==> src/rtl/ccp_pkg.sv <==
package ccp_pkg;

    localparam logic [3:0] MODE_OFF      = 4'b0000;
    localparam logic [3:0] MODE_CMP_TOG  = 4'b0010;
    localparam logic [3:0] MODE_CAP_FALL = 4'b0100;
    localparam logic [3:0] MODE_CAP_RISE = 4'b0101;
    localparam logic [3:0] MODE_CAP_R4   = 4'b0110;
    localparam logic [3:0] MODE_CAP_R16  = 4'b0111;
    localparam logic [3:0] MODE_CMP_HI   = 4'b1000;
    localparam logic [3:0] MODE_CMP_LO   = 4'b1001;
    localparam logic [3:0] MODE_CMP_IRQ  = 4'b1010;
    localparam logic [3:0] MODE_CMP_TRIG = 4'b1011;
    localparam logic [3:0] MODE_PWM      = 4'b1100;

    typedef enum logic [1:0] {KIND_OFF, KIND_CAP, KIND_CMP, KIND_PWM} ccp_kind_e;
    typedef enum logic [1:0] {DIV_ONE, DIV_SMALL, DIV_BIG} cap_div_e;
    typedef enum logic [1:0] {ACT_HOLD, ACT_SET, ACT_CLR, ACT_TOG} pin_act_e;

    typedef struct packed {
        ccp_kind_e kind;
        logic      cap_fall;
        cap_div_e  div;
        pin_act_e  act;
        logic      trig;
        logic      init_valid;
        logic      init_lvl;
    } ccp_dec_t;

    function automatic ccp_dec_t decode_mode(input logic [3:0] m);
        ccp_dec_t d;
        d.kind       = KIND_OFF;
        d.cap_fall   = 1'b0;
        d.div        = DIV_ONE;
        d.act        = ACT_HOLD;
        d.trig       = 1'b0;
        d.init_valid = 1'b0;
        d.init_lvl   = 1'b0;
        case (m)
            MODE_CAP_FALL: begin d.kind = KIND_CAP; d.cap_fall = 1'b1; end
            MODE_CAP_RISE: d.kind = KIND_CAP;
            MODE_CAP_R4:   begin d.kind = KIND_CAP; d.div = DIV_SMALL; end
            MODE_CAP_R16:  begin d.kind = KIND_CAP; d.div = DIV_BIG; end
            MODE_CMP_TOG:  begin d.kind = KIND_CMP; d.act = ACT_TOG; end
            MODE_CMP_HI:   begin
                d.kind = KIND_CMP; d.act = ACT_SET;
                d.init_valid = 1'b1; d.init_lvl = 1'b0;
            end
            MODE_CMP_LO:   begin
                d.kind = KIND_CMP; d.act = ACT_CLR;
                d.init_valid = 1'b1; d.init_lvl = 1'b1;
            end
            MODE_CMP_IRQ:  d.kind = KIND_CMP;
            MODE_CMP_TRIG: begin d.kind = KIND_CMP; d.trig = 1'b1; end
            MODE_PWM:      d.kind = KIND_PWM;
            default:       d.kind = KIND_OFF;
        endcase
        return d;
    endfunction

endpackage

==> src/rtl/ccp_edge_sync.sv <==
module ccp_edge_sync #(
    parameter int STAGES = 2
) (
    input  logic clk,
    input  logic rst,
    input  logic din,
    output logic rise,
    output logic fall
);
    logic [STAGES:0] sh;

    always_ff @(posedge clk) begin
        if (rst) sh <= '0;
        else     sh <= {sh[STAGES-1:0], din};
    end

    assign rise = sh[STAGES-1] & ~sh[STAGES];
    assign fall = ~sh[STAGES-1] & sh[STAGES];
endmodule

==> src/rtl/ccp_capture.sv <==
module ccp_capture
    import ccp_pkg::*;
#(
    parameter int TMR_W     = 16,
    parameter int SMALL_DIV = 4,
    parameter int BIG_DIV   = 16
) (
    input  logic             clk,
    input  logic             rst,
    input  logic             presc_clr,
    input  logic             wipe,
    input  logic             en,
    input  logic             sel_fall,
    input  cap_div_e         div,
    input  logic             rise,
    input  logic             fall,
    input  logic [TMR_W-1:0] tmr_val,
    output logic [TMR_W-1:0] cap_val,
    output logic             cap_evt
);
    localparam int PS_W = $clog2(BIG_DIV);

    logic [PS_W-1:0] cnt;
    logic [PS_W-1:0] limit;
    logic            edge_hit;

    always_comb begin
        case (div)
            DIV_SMALL: limit = PS_W'(SMALL_DIV - 1);
            DIV_BIG:   limit = PS_W'(BIG_DIV - 1);
            default:   limit = '0;
        endcase
    end

    assign edge_hit = en & (sel_fall ? fall : rise);
    assign cap_evt  = edge_hit & (cnt == limit);

    always_ff @(posedge clk) begin
        if (rst || presc_clr)  cnt <= '0;
        else if (cap_evt)      cnt <= '0;
        else if (edge_hit)     cnt <= cnt + PS_W'(1);
    end

    always_ff @(posedge clk) begin
        if (rst || wipe)  cap_val <= '0;
        else if (cap_evt) cap_val <= tmr_val;
    end
endmodule

==> src/rtl/ccp_compare.sv <==
module ccp_compare
    import ccp_pkg::*;
#(
    parameter int TMR_W = 16
) (
    input  logic             clk,
    input  logic             rst,
    input  logic             wipe,
    input  logic             en,
    input  pin_act_e         act,
    input  logic             trig,
    input  logic             load_init,
    input  logic             init_lvl,
    input  logic [TMR_W-1:0] tmr_val,
    input  logic [TMR_W-1:0] cmp_val,
    output logic             pin,
    output logic             match_evt,
    output logic             trig_q
);
    logic match_now;
    logic match_prev;

    assign match_now = (tmr_val == cmp_val);
    assign match_evt = en & match_now & ~match_prev;

    always_ff @(posedge clk) begin
        if (rst || wipe) match_prev <= 1'b0;
        else             match_prev <= match_now;
    end

    always_ff @(posedge clk) begin
        if (rst || wipe) begin
            pin <= 1'b0;
        end else if (load_init) begin
            pin <= init_lvl;
        end else if (match_evt) begin
            case (act)
                ACT_SET: pin <= 1'b1;
                ACT_CLR: pin <= 1'b0;
                ACT_TOG: pin <= ~pin;
                default: pin <= pin;
            endcase
        end
    end

    always_ff @(posedge clk) begin
        if (rst || wipe) trig_q <= 1'b0;
        else             trig_q <= match_evt & trig;
    end
endmodule

==> src/rtl/ccp_pwm.sv <==
module ccp_pwm #(
    parameter int HI_W = 8,
    parameter int LO_W = 2
) (
    input  logic                 clk,
    input  logic                 rst,
    input  logic                 en,
    input  logic                 period_hit,
    input  logic [HI_W-1:0]      tmr_lo,
    input  logic [HI_W+LO_W-1:0] duty_new,
    output logic                 pwm_out
);
    localparam int DW = HI_W + LO_W;

    logic [LO_W-1:0] frac;
    logic [DW-1:0]   duty_q;
    logic [DW-1:0]   count;

    assign count = {tmr_lo, frac};

    always_ff @(posedge clk) begin
        if (rst || period_hit) frac <= '0;
        else                   frac <= frac + LO_W'(1);
    end

    always_ff @(posedge clk) begin
        if (rst)             duty_q <= '0;
        else if (period_hit) duty_q <= duty_new;
    end

    always_ff @(posedge clk) begin
        if (rst || !en)                            pwm_out <= 1'b0;
        else if (period_hit)                       pwm_out <= (duty_new != '0);
        else if (pwm_out && count == duty_q - DW'(1)) pwm_out <= 1'b0;
    end
endmodule

==> src/rtl/ccp_unit.sv <==
module ccp_unit
    import ccp_pkg::*;
#(
    parameter int TMR_W       = 16,
    parameter int DUTY_HI_W   = 8,
    parameter int DUTY_LO_W   = 2,
    parameter int SYNC_STAGES = 2,
    parameter int SMALL_DIV   = 4,
    parameter int BIG_DIV     = 16
) (
    input  logic                   clk,
    input  logic                   rst,
    input  logic [TMR_W-1:0]       tmr_val,
    input  logic                   tmr_period_hit,
    input  logic                   ccp_in,
    input  logic                   wr_ctl,
    input  logic [DUTY_LO_W+3:0]   ctl_wdata,
    input  logic                   wr_val,
    input  logic [TMR_W-1:0]       val_wdata,
    input  logic                   flag_clr,
    output logic                   ccp_pin,
    output logic                   irq_flag,
    output logic                   tmr_reset_req,
    output logic                   special_evt,
    output logic [TMR_W-1:0]       cap_val
);
    localparam int DW = DUTY_HI_W + DUTY_LO_W;

    logic [3:0]           mode_q;
    logic [DUTY_LO_W-1:0] dcl_q;
    logic [TMR_W-1:0]     reg_q;
    ccp_dec_t             dec;
    ccp_dec_t             dec_new;
    logic                 wipe;
    logic                 presc_clr;
    logic                 rise, fall;
    logic                 cap_evt, match_evt;
    logic                 cmp_pin, pwm_pin, trig_q;

    assign dec       = decode_mode(mode_q);
    assign dec_new   = decode_mode(ctl_wdata[3:0]);
    assign wipe      = wr_ctl && (dec_new.kind == KIND_OFF);
    assign presc_clr = wipe || (wr_ctl && (ctl_wdata[3:0] != mode_q));

    always_ff @(posedge clk) begin
        if (rst) begin
            mode_q <= MODE_OFF;
            dcl_q  <= '0;
        end else if (wr_ctl) begin
            mode_q <= ctl_wdata[3:0];
            dcl_q  <= ctl_wdata[DUTY_LO_W+3:4];
        end
    end

    always_ff @(posedge clk) begin
        if (rst)         reg_q <= '0;
        else if (wr_val) reg_q <= val_wdata;
    end

    ccp_edge_sync #(.STAGES(SYNC_STAGES)) u_sync (
        .clk(clk), .rst(rst), .din(ccp_in), .rise(rise), .fall(fall)
    );

    ccp_capture #(.TMR_W(TMR_W), .SMALL_DIV(SMALL_DIV), .BIG_DIV(BIG_DIV)) u_cap (
        .clk(clk), .rst(rst), .presc_clr(presc_clr), .wipe(wipe),
        .en(dec.kind == KIND_CAP), .sel_fall(dec.cap_fall), .div(dec.div),
        .rise(rise), .fall(fall), .tmr_val(tmr_val),
        .cap_val(cap_val), .cap_evt(cap_evt)
    );

    ccp_compare #(.TMR_W(TMR_W)) u_cmp (
        .clk(clk), .rst(rst), .wipe(wipe), .en(dec.kind == KIND_CMP),
        .act(dec.act), .trig(dec.trig),
        .load_init(wr_ctl && dec_new.init_valid), .init_lvl(dec_new.init_lvl),
        .tmr_val(tmr_val), .cmp_val(reg_q),
        .pin(cmp_pin), .match_evt(match_evt), .trig_q(trig_q)
    );

    ccp_pwm #(.HI_W(DUTY_HI_W), .LO_W(DUTY_LO_W)) u_pwm (
        .clk(clk), .rst(rst), .en(dec.kind == KIND_PWM),
        .period_hit(tmr_period_hit), .tmr_lo(tmr_val[DUTY_HI_W-1:0]),
        .duty_new(DW'({reg_q[DUTY_HI_W-1:0], dcl_q})), .pwm_out(pwm_pin)
    );

    always_ff @(posedge clk) begin
        if (rst || wipe)                irq_flag <= 1'b0;
        else if (cap_evt || match_evt)  irq_flag <= 1'b1;
        else if (flag_clr)              irq_flag <= 1'b0;
    end

    always_comb begin
        case (dec.kind)
            KIND_CMP: ccp_pin = cmp_pin;
            KIND_PWM: ccp_pin = pwm_pin;
            default:  ccp_pin = 1'b0;
        endcase
    end

    assign tmr_reset_req = trig_q;
    assign special_evt   = trig_q;
endmodule

==> config.mk <==
export PLATFORM = sky130hd
export DESIGN_NAME = ccp_unit
export DESIGN_NICKNAME = d
export VERILOG_FILES = /design/src/rtl/ccp_pkg.sv /design/src/rtl/ccp_edge_sync.sv /design/src/rtl/ccp_capture.sv /design/src/rtl/ccp_compare.sv /design/src/rtl/ccp_pwm.sv /design/src/rtl/ccp_unit.sv
export SDC_FILE = /design/constraint.sdc
export NUM_CORES = 1
export LEC_CHECK = 0
export BUFFER_PORTS_ARGS = -buffer_cell sky130_fd_sc_hd__buf_2
export CELL_PAD_IN_SITES_DETAIL_PLACEMENT = 1
export CELL_PAD_IN_SITES_GLOBAL_PLACEMENT = 1
export CORE_ASPECT_RATIO = 1.4
export CORE_MARGIN = 3
export CORE_UTILIZATION = 44
export CTS_CLUSTER_SIZE = 14
export DETAILED_ROUTE_END_ITERATION = 10
export PLACE_DENSITY_LB_ADDON = 0.1
export RECOVER_POWER = 25
export SYNTH_ARGS = -nofsm -noshare
export SYNTH_HDL_FRONTEND = slang
export SYNTH_SLANG_ARGS = --single-unit
==> constraint.sdc <==
create_clock -name clk -period 5.3 [get_ports clk]
set_clock_uncertainty 0.05 [all_clocks]
set_input_delay 0.795 -clock clk [delete_from_list [all_inputs] [get_ports clk]]
set_output_delay 0.795 -clock clk [all_outputs]
set_load 0.01 [all_outputs]
==> results by group <==
Worst setup path
  • Maximum fanout along the worst path: 10
  • Cell depth of the worst flop-to-flop path: 9
  • Slowest cell delay on critical path: 0.82 ns
  • CP Capture Type: register
  • R2r setup slk: 2.15 ns
  • Crit path required time: 5.46 ns
  • R2r endpoint: u_cap.cap_val[0]
  • Kind of start point of the critical path: register
  • Arr. time, crit path: 3.30 ns
  • Launch point of the critical path: mode_q[1]
  • Worst r2r src: mode_q[1]
  • Series of cell instances along the critical path: nor2b_1, and3_1, ha_1, and3b_1, a21oi_1, a2111oi_4, buf_4, mux2i_1, nor2_1
  • Type of the setup path with the least slack: reg -> reg
  • Cell with the biggest individual delay on the critical path: a2111oi_4
  • End point of the critical path: u_cap.cap_val[0]

Yosys
  • Ys Warns: 0
  • Sequential-to-total area share from yosys stat: 40.8%
  • Count of flip-flops with a built-in enable after synthesis: 0
  • Mean area per synthesized cell: 9.49 µm²
  • Post-Syn Instances: 321
  • Number of synthesized register bits: 62
  • Library cells used by synthesis: 43
  • Most common flop cell mapped by yosys: dfxtp_1
  • Async S/R FF share, synth: 0%
  • Netlist Area Pre-Place: 0.00305 mm²
  • Net count after synthesis: 371

Drt
  • Routed wire length: 7240 µm
  • Drt first-iter violations: 81
  • Number of nets with antenna violations after routing: 0
  • Total number of vias: 2453
  • Detailed-routing iteration count for the pre-antenna-repair pass: 4
  • Residual DRC: 0
  • Mean number of vias per cell: 5.15
  • Routed WL per cell: 15.2 µm

STA
  • Final Hold Vio Count: 0
  • Final total negative setup slack: 0 ns
  • Final-report max-slew violation count: 40
  • Period utilisation layout: 59.3%
  • Number of setup violations in the final report: 0
  • Worst slew slack as a fraction of its limit: -20.1%
  • Achievable frequency: 0.318 GHz
  • Clock period minus final worst setup slack: 3.15 ns
  • Post-route worst hold slack: 0.395 ns
  • Unrepaired setup endpoints after global routing: false
  • Transition at the pin with the smallest max-transition slack: 1.80 ns

Die
  • Die X-Extent: 76.3 µm
  • Starting density of the core: 45.8%
  • Standard cell core area: 0.00666 mm²
  • Die footprint: 0.00797 mm²
  • I/O pin count: 65
  • Die extent in y: 104 µm
  • Row count: 35

GRT
  • Global route total overflow: 0
  • Wire length of the first global-routing pass: 12400 µm
  • Initial antenna violation count: 0
  • Maximum number of pins on one net before global-route repair: 40
  • Overall global routing resource usage: 19.4%
  • Vias in the first global route: 2540

Power and ir drop
  • Total power density per cell area: 278 mW/mm²
  • Post-route total power: 986 µW
  • Largest voltage drop on the vdd net: 188 µV
  • P_leak: 0.00155 µW

Place
  • DP Wirelength: 5420 µm
  • Inst Count DP: 460
  • Final weighted congestion in routability-driven placement: 0.797
  • Port buffer count: 64

Clock network
  • Quantity of gates resized following cts: 0
  • TritonCTS clock tree: done
  • Clock root buffer master: clkbuf_8
  • Hold-fix buffer count after cts: 0
  • Total clock sinks: 62
  • Clock H-tree levels: 3
  • Post-CTS setup repair buffer count: 0
  • TritonCTS buffer count: 9
  • CTS clock-pin slew for the worst setup and hold paths: 0.07 ns
  • Skew-Pair Late Insertion Delay: 0.33 ns
  • Longest Clk Path Bufs: 2

Run
  • MaxCap Viol Count: 1

Final layout
  • Signed area change from the synthesized netlist to the final layout: 16.4%
  • Fraction of final layout cells with drive strength greater than 1: 22.4%
  • Count of placed standard cells in the final layout, fillers left out: 476
  • Final core utilization: 53.3%
  • Filler cell count: 831
  • Antenna diode count: 0
  • Count of nets after finishing: 429

Status
  • Result of the run: complete, but fails checks
  • Violated checks: capacitance limit, slew limit

Min path
  • Class of the tightest hold or removal check: reg -> reg
-- sequential cells by signal, summed over array words and instances, names as in the netlist --
| signal | flops |
|---|---|
| irq_flag | 1 |
| u_pwm.pwm_out | 1 |
| u_pwm.duty_q | 10 |
| u_cmp.trig_q | 1 |
| u_pwm.frac | 2 |
| u_cap.cnt | 4 |
| u_cmp.match_prev | 1 |
| mode_q | 4 |
| u_cap.cap_val | 16 |
| u_sync.sh | 3 |
| reg_q | 16 |
| dcl_q | 2 |
| u_cmp.pin | 1 |
-- metrics by stage --
step | area (µm²) | setup slack, ns
after floorplan | 3050 | 2.91
after detailed placement | 3380 | 2.19
after global routing | 3550 | 1.89
after global placement | 3380 | 2.35
after CTS | 3550 | 2.18
final | 3550 | 2.15
-- worst max-delay path: cells and delay by family, from the launching register on --
kind                       cells  cell delay [ns]
AOI/OAI and AO/OA              2             0.88
DFF                            1             0.54
adders and majority gates      1             0.24
and+or+nand+nor                4             0.74
buffers and inverters          1             0.35
muxes                          1             0.21
-- cell usage in the layout (no fill, tap or decap), types with 2 or more instances in the layout --
| master | n |
|---|---|
| dfxtp_1 | 62 |
| a211o_1 | 2 |
| nand4_1 | 4 |
| clkbuf_1 | 3 |
| inv_1 | 7 |
| o31ai_1 | 3 |
| nor2b_1 | 8 |
| o21ba_2 | 2 |
| nor2_1 | 61 |
| clkbuf_8 | 10 |
| ha_1 | 5 |
| nor3_1 | 8 |
| nand3_1 | 5 |
| buf_2 | 63 |
| or3_1 | 2 |
| mux2i_1 | 51 |
| o21ai_0 | 4 |
| nand2_1 | 6 |
| clkinv_2 | 3 |
| nor3b_1 | 3 |
| xor2_1 | 22 |
| nor4_1 | 7 |
| a21oi_1 | 6 |
| xnor2_1 | 17 |
| and3_1 | 2 |
| or2_2 | 2 |
-- report_power, final --
part / internal [µW] / total, µW / switching [µW]
combinational: 59.2 / 127 / 67.9
sequential: 481 / 499 / 17.7
clock: 180 / 360 / 180
total: 720 / 986 / 266
-- cell families (layout without fill, tap and decap cells) --
kind of cell / after synthesis / count (layout) / synth area share, %
simple gates: 113 / 113 / 18.2
flops: 62 / 62 / 40.8
mux: 51 / 51 / 16.8
xor+xnor: 39 / 39 / 11.2
compound gates: 26 / 26 / 6.62
buf+inv: 25 / 88 / 4.44
fa+ha+maj: 5 / 5 / 2.05
-- how the worst min path moves through the flow --
stage	start	to	slack (ns)	cells past startpoint
4_1_cts	u_sync.sh[0]	u_sync.sh[1]	0.40	1
3_5_place_dp	u_sync.sh[0]	u_sync.sh[1]	0.38	1
5_1_grt	u_sync.sh[0]	u_sync.sh[1]	0.43	1
2_1_floorplan	u_sync.sh[0]	u_sync.sh[1]	0.36	1
3_3_place_gp	u_sync.sh[0]	u_sync.sh[1]	0.39	1
6_report	u_sync.sh[0]	u_sync.sh[1]	0.39	1
-- metal layers --
metal / global-route usage, % / part of all wire [%] / vias to the layer above
met5: 0 / 0 / -
met4: 7.38 / 1.7 / 0
met3: 3.81 / 3.8 / 10
met2: 33.0 / 49 / 59
met1: 24.2 / 45 / 1177
li1: - / - / 1207
-- Yosys cell counts (all sizes together) (2+ instances only) --
library cell / n / share of area, %
nor3: 8 / 1.3
or2: 2 / 0.41
ha: 5 / 2.1
clkbuf: 8 / 1.0
nand3: 5 / 0.82
o21ai: 4 / 0.66
nand2: 6 / 0.74
nor2: 61 / 7.5
a21oi: 7 / 1.3
o31ai: 3 / 0.74
inv: 7 / 0.86
mux2i: 51 / 17
o21ba: 2 / 0.66
nand4: 4 / 0.82
buf: 10 / 2.5
xor2: 22 / 6.3
a211o: 2 / 0.58
or3: 2 / 0.41
a2111oi: 2 / 1.2
and3: 2 / 0.41
nor3b: 3 / 0.74
nor4: 7 / 1.4
nor2b: 8 / 1.6
xnor2: 17 / 4.9
dfxtp: 62 / 41
-- area by class of cell --
| type | instances | area (µm²) | share of cell area, % |
|---|---|---|---|
| Timing Repair Buffer | 65 | 327 | 9.21 |
| Sequential cell | 62 | 1240 | 35.0 |
| Clock buffer | 12 | 145 | 4.09 |
| Tap cell | 92 | 115 | 3.25 |
| Inverter | 7 | 26.3 | 0.741 |
| Clock inverter | 4 | 22.5 | 0.635 |
| Multi-Input combinational cell | 234 | 1670 | 47.1 |
(Power assumes the default switching activity.)
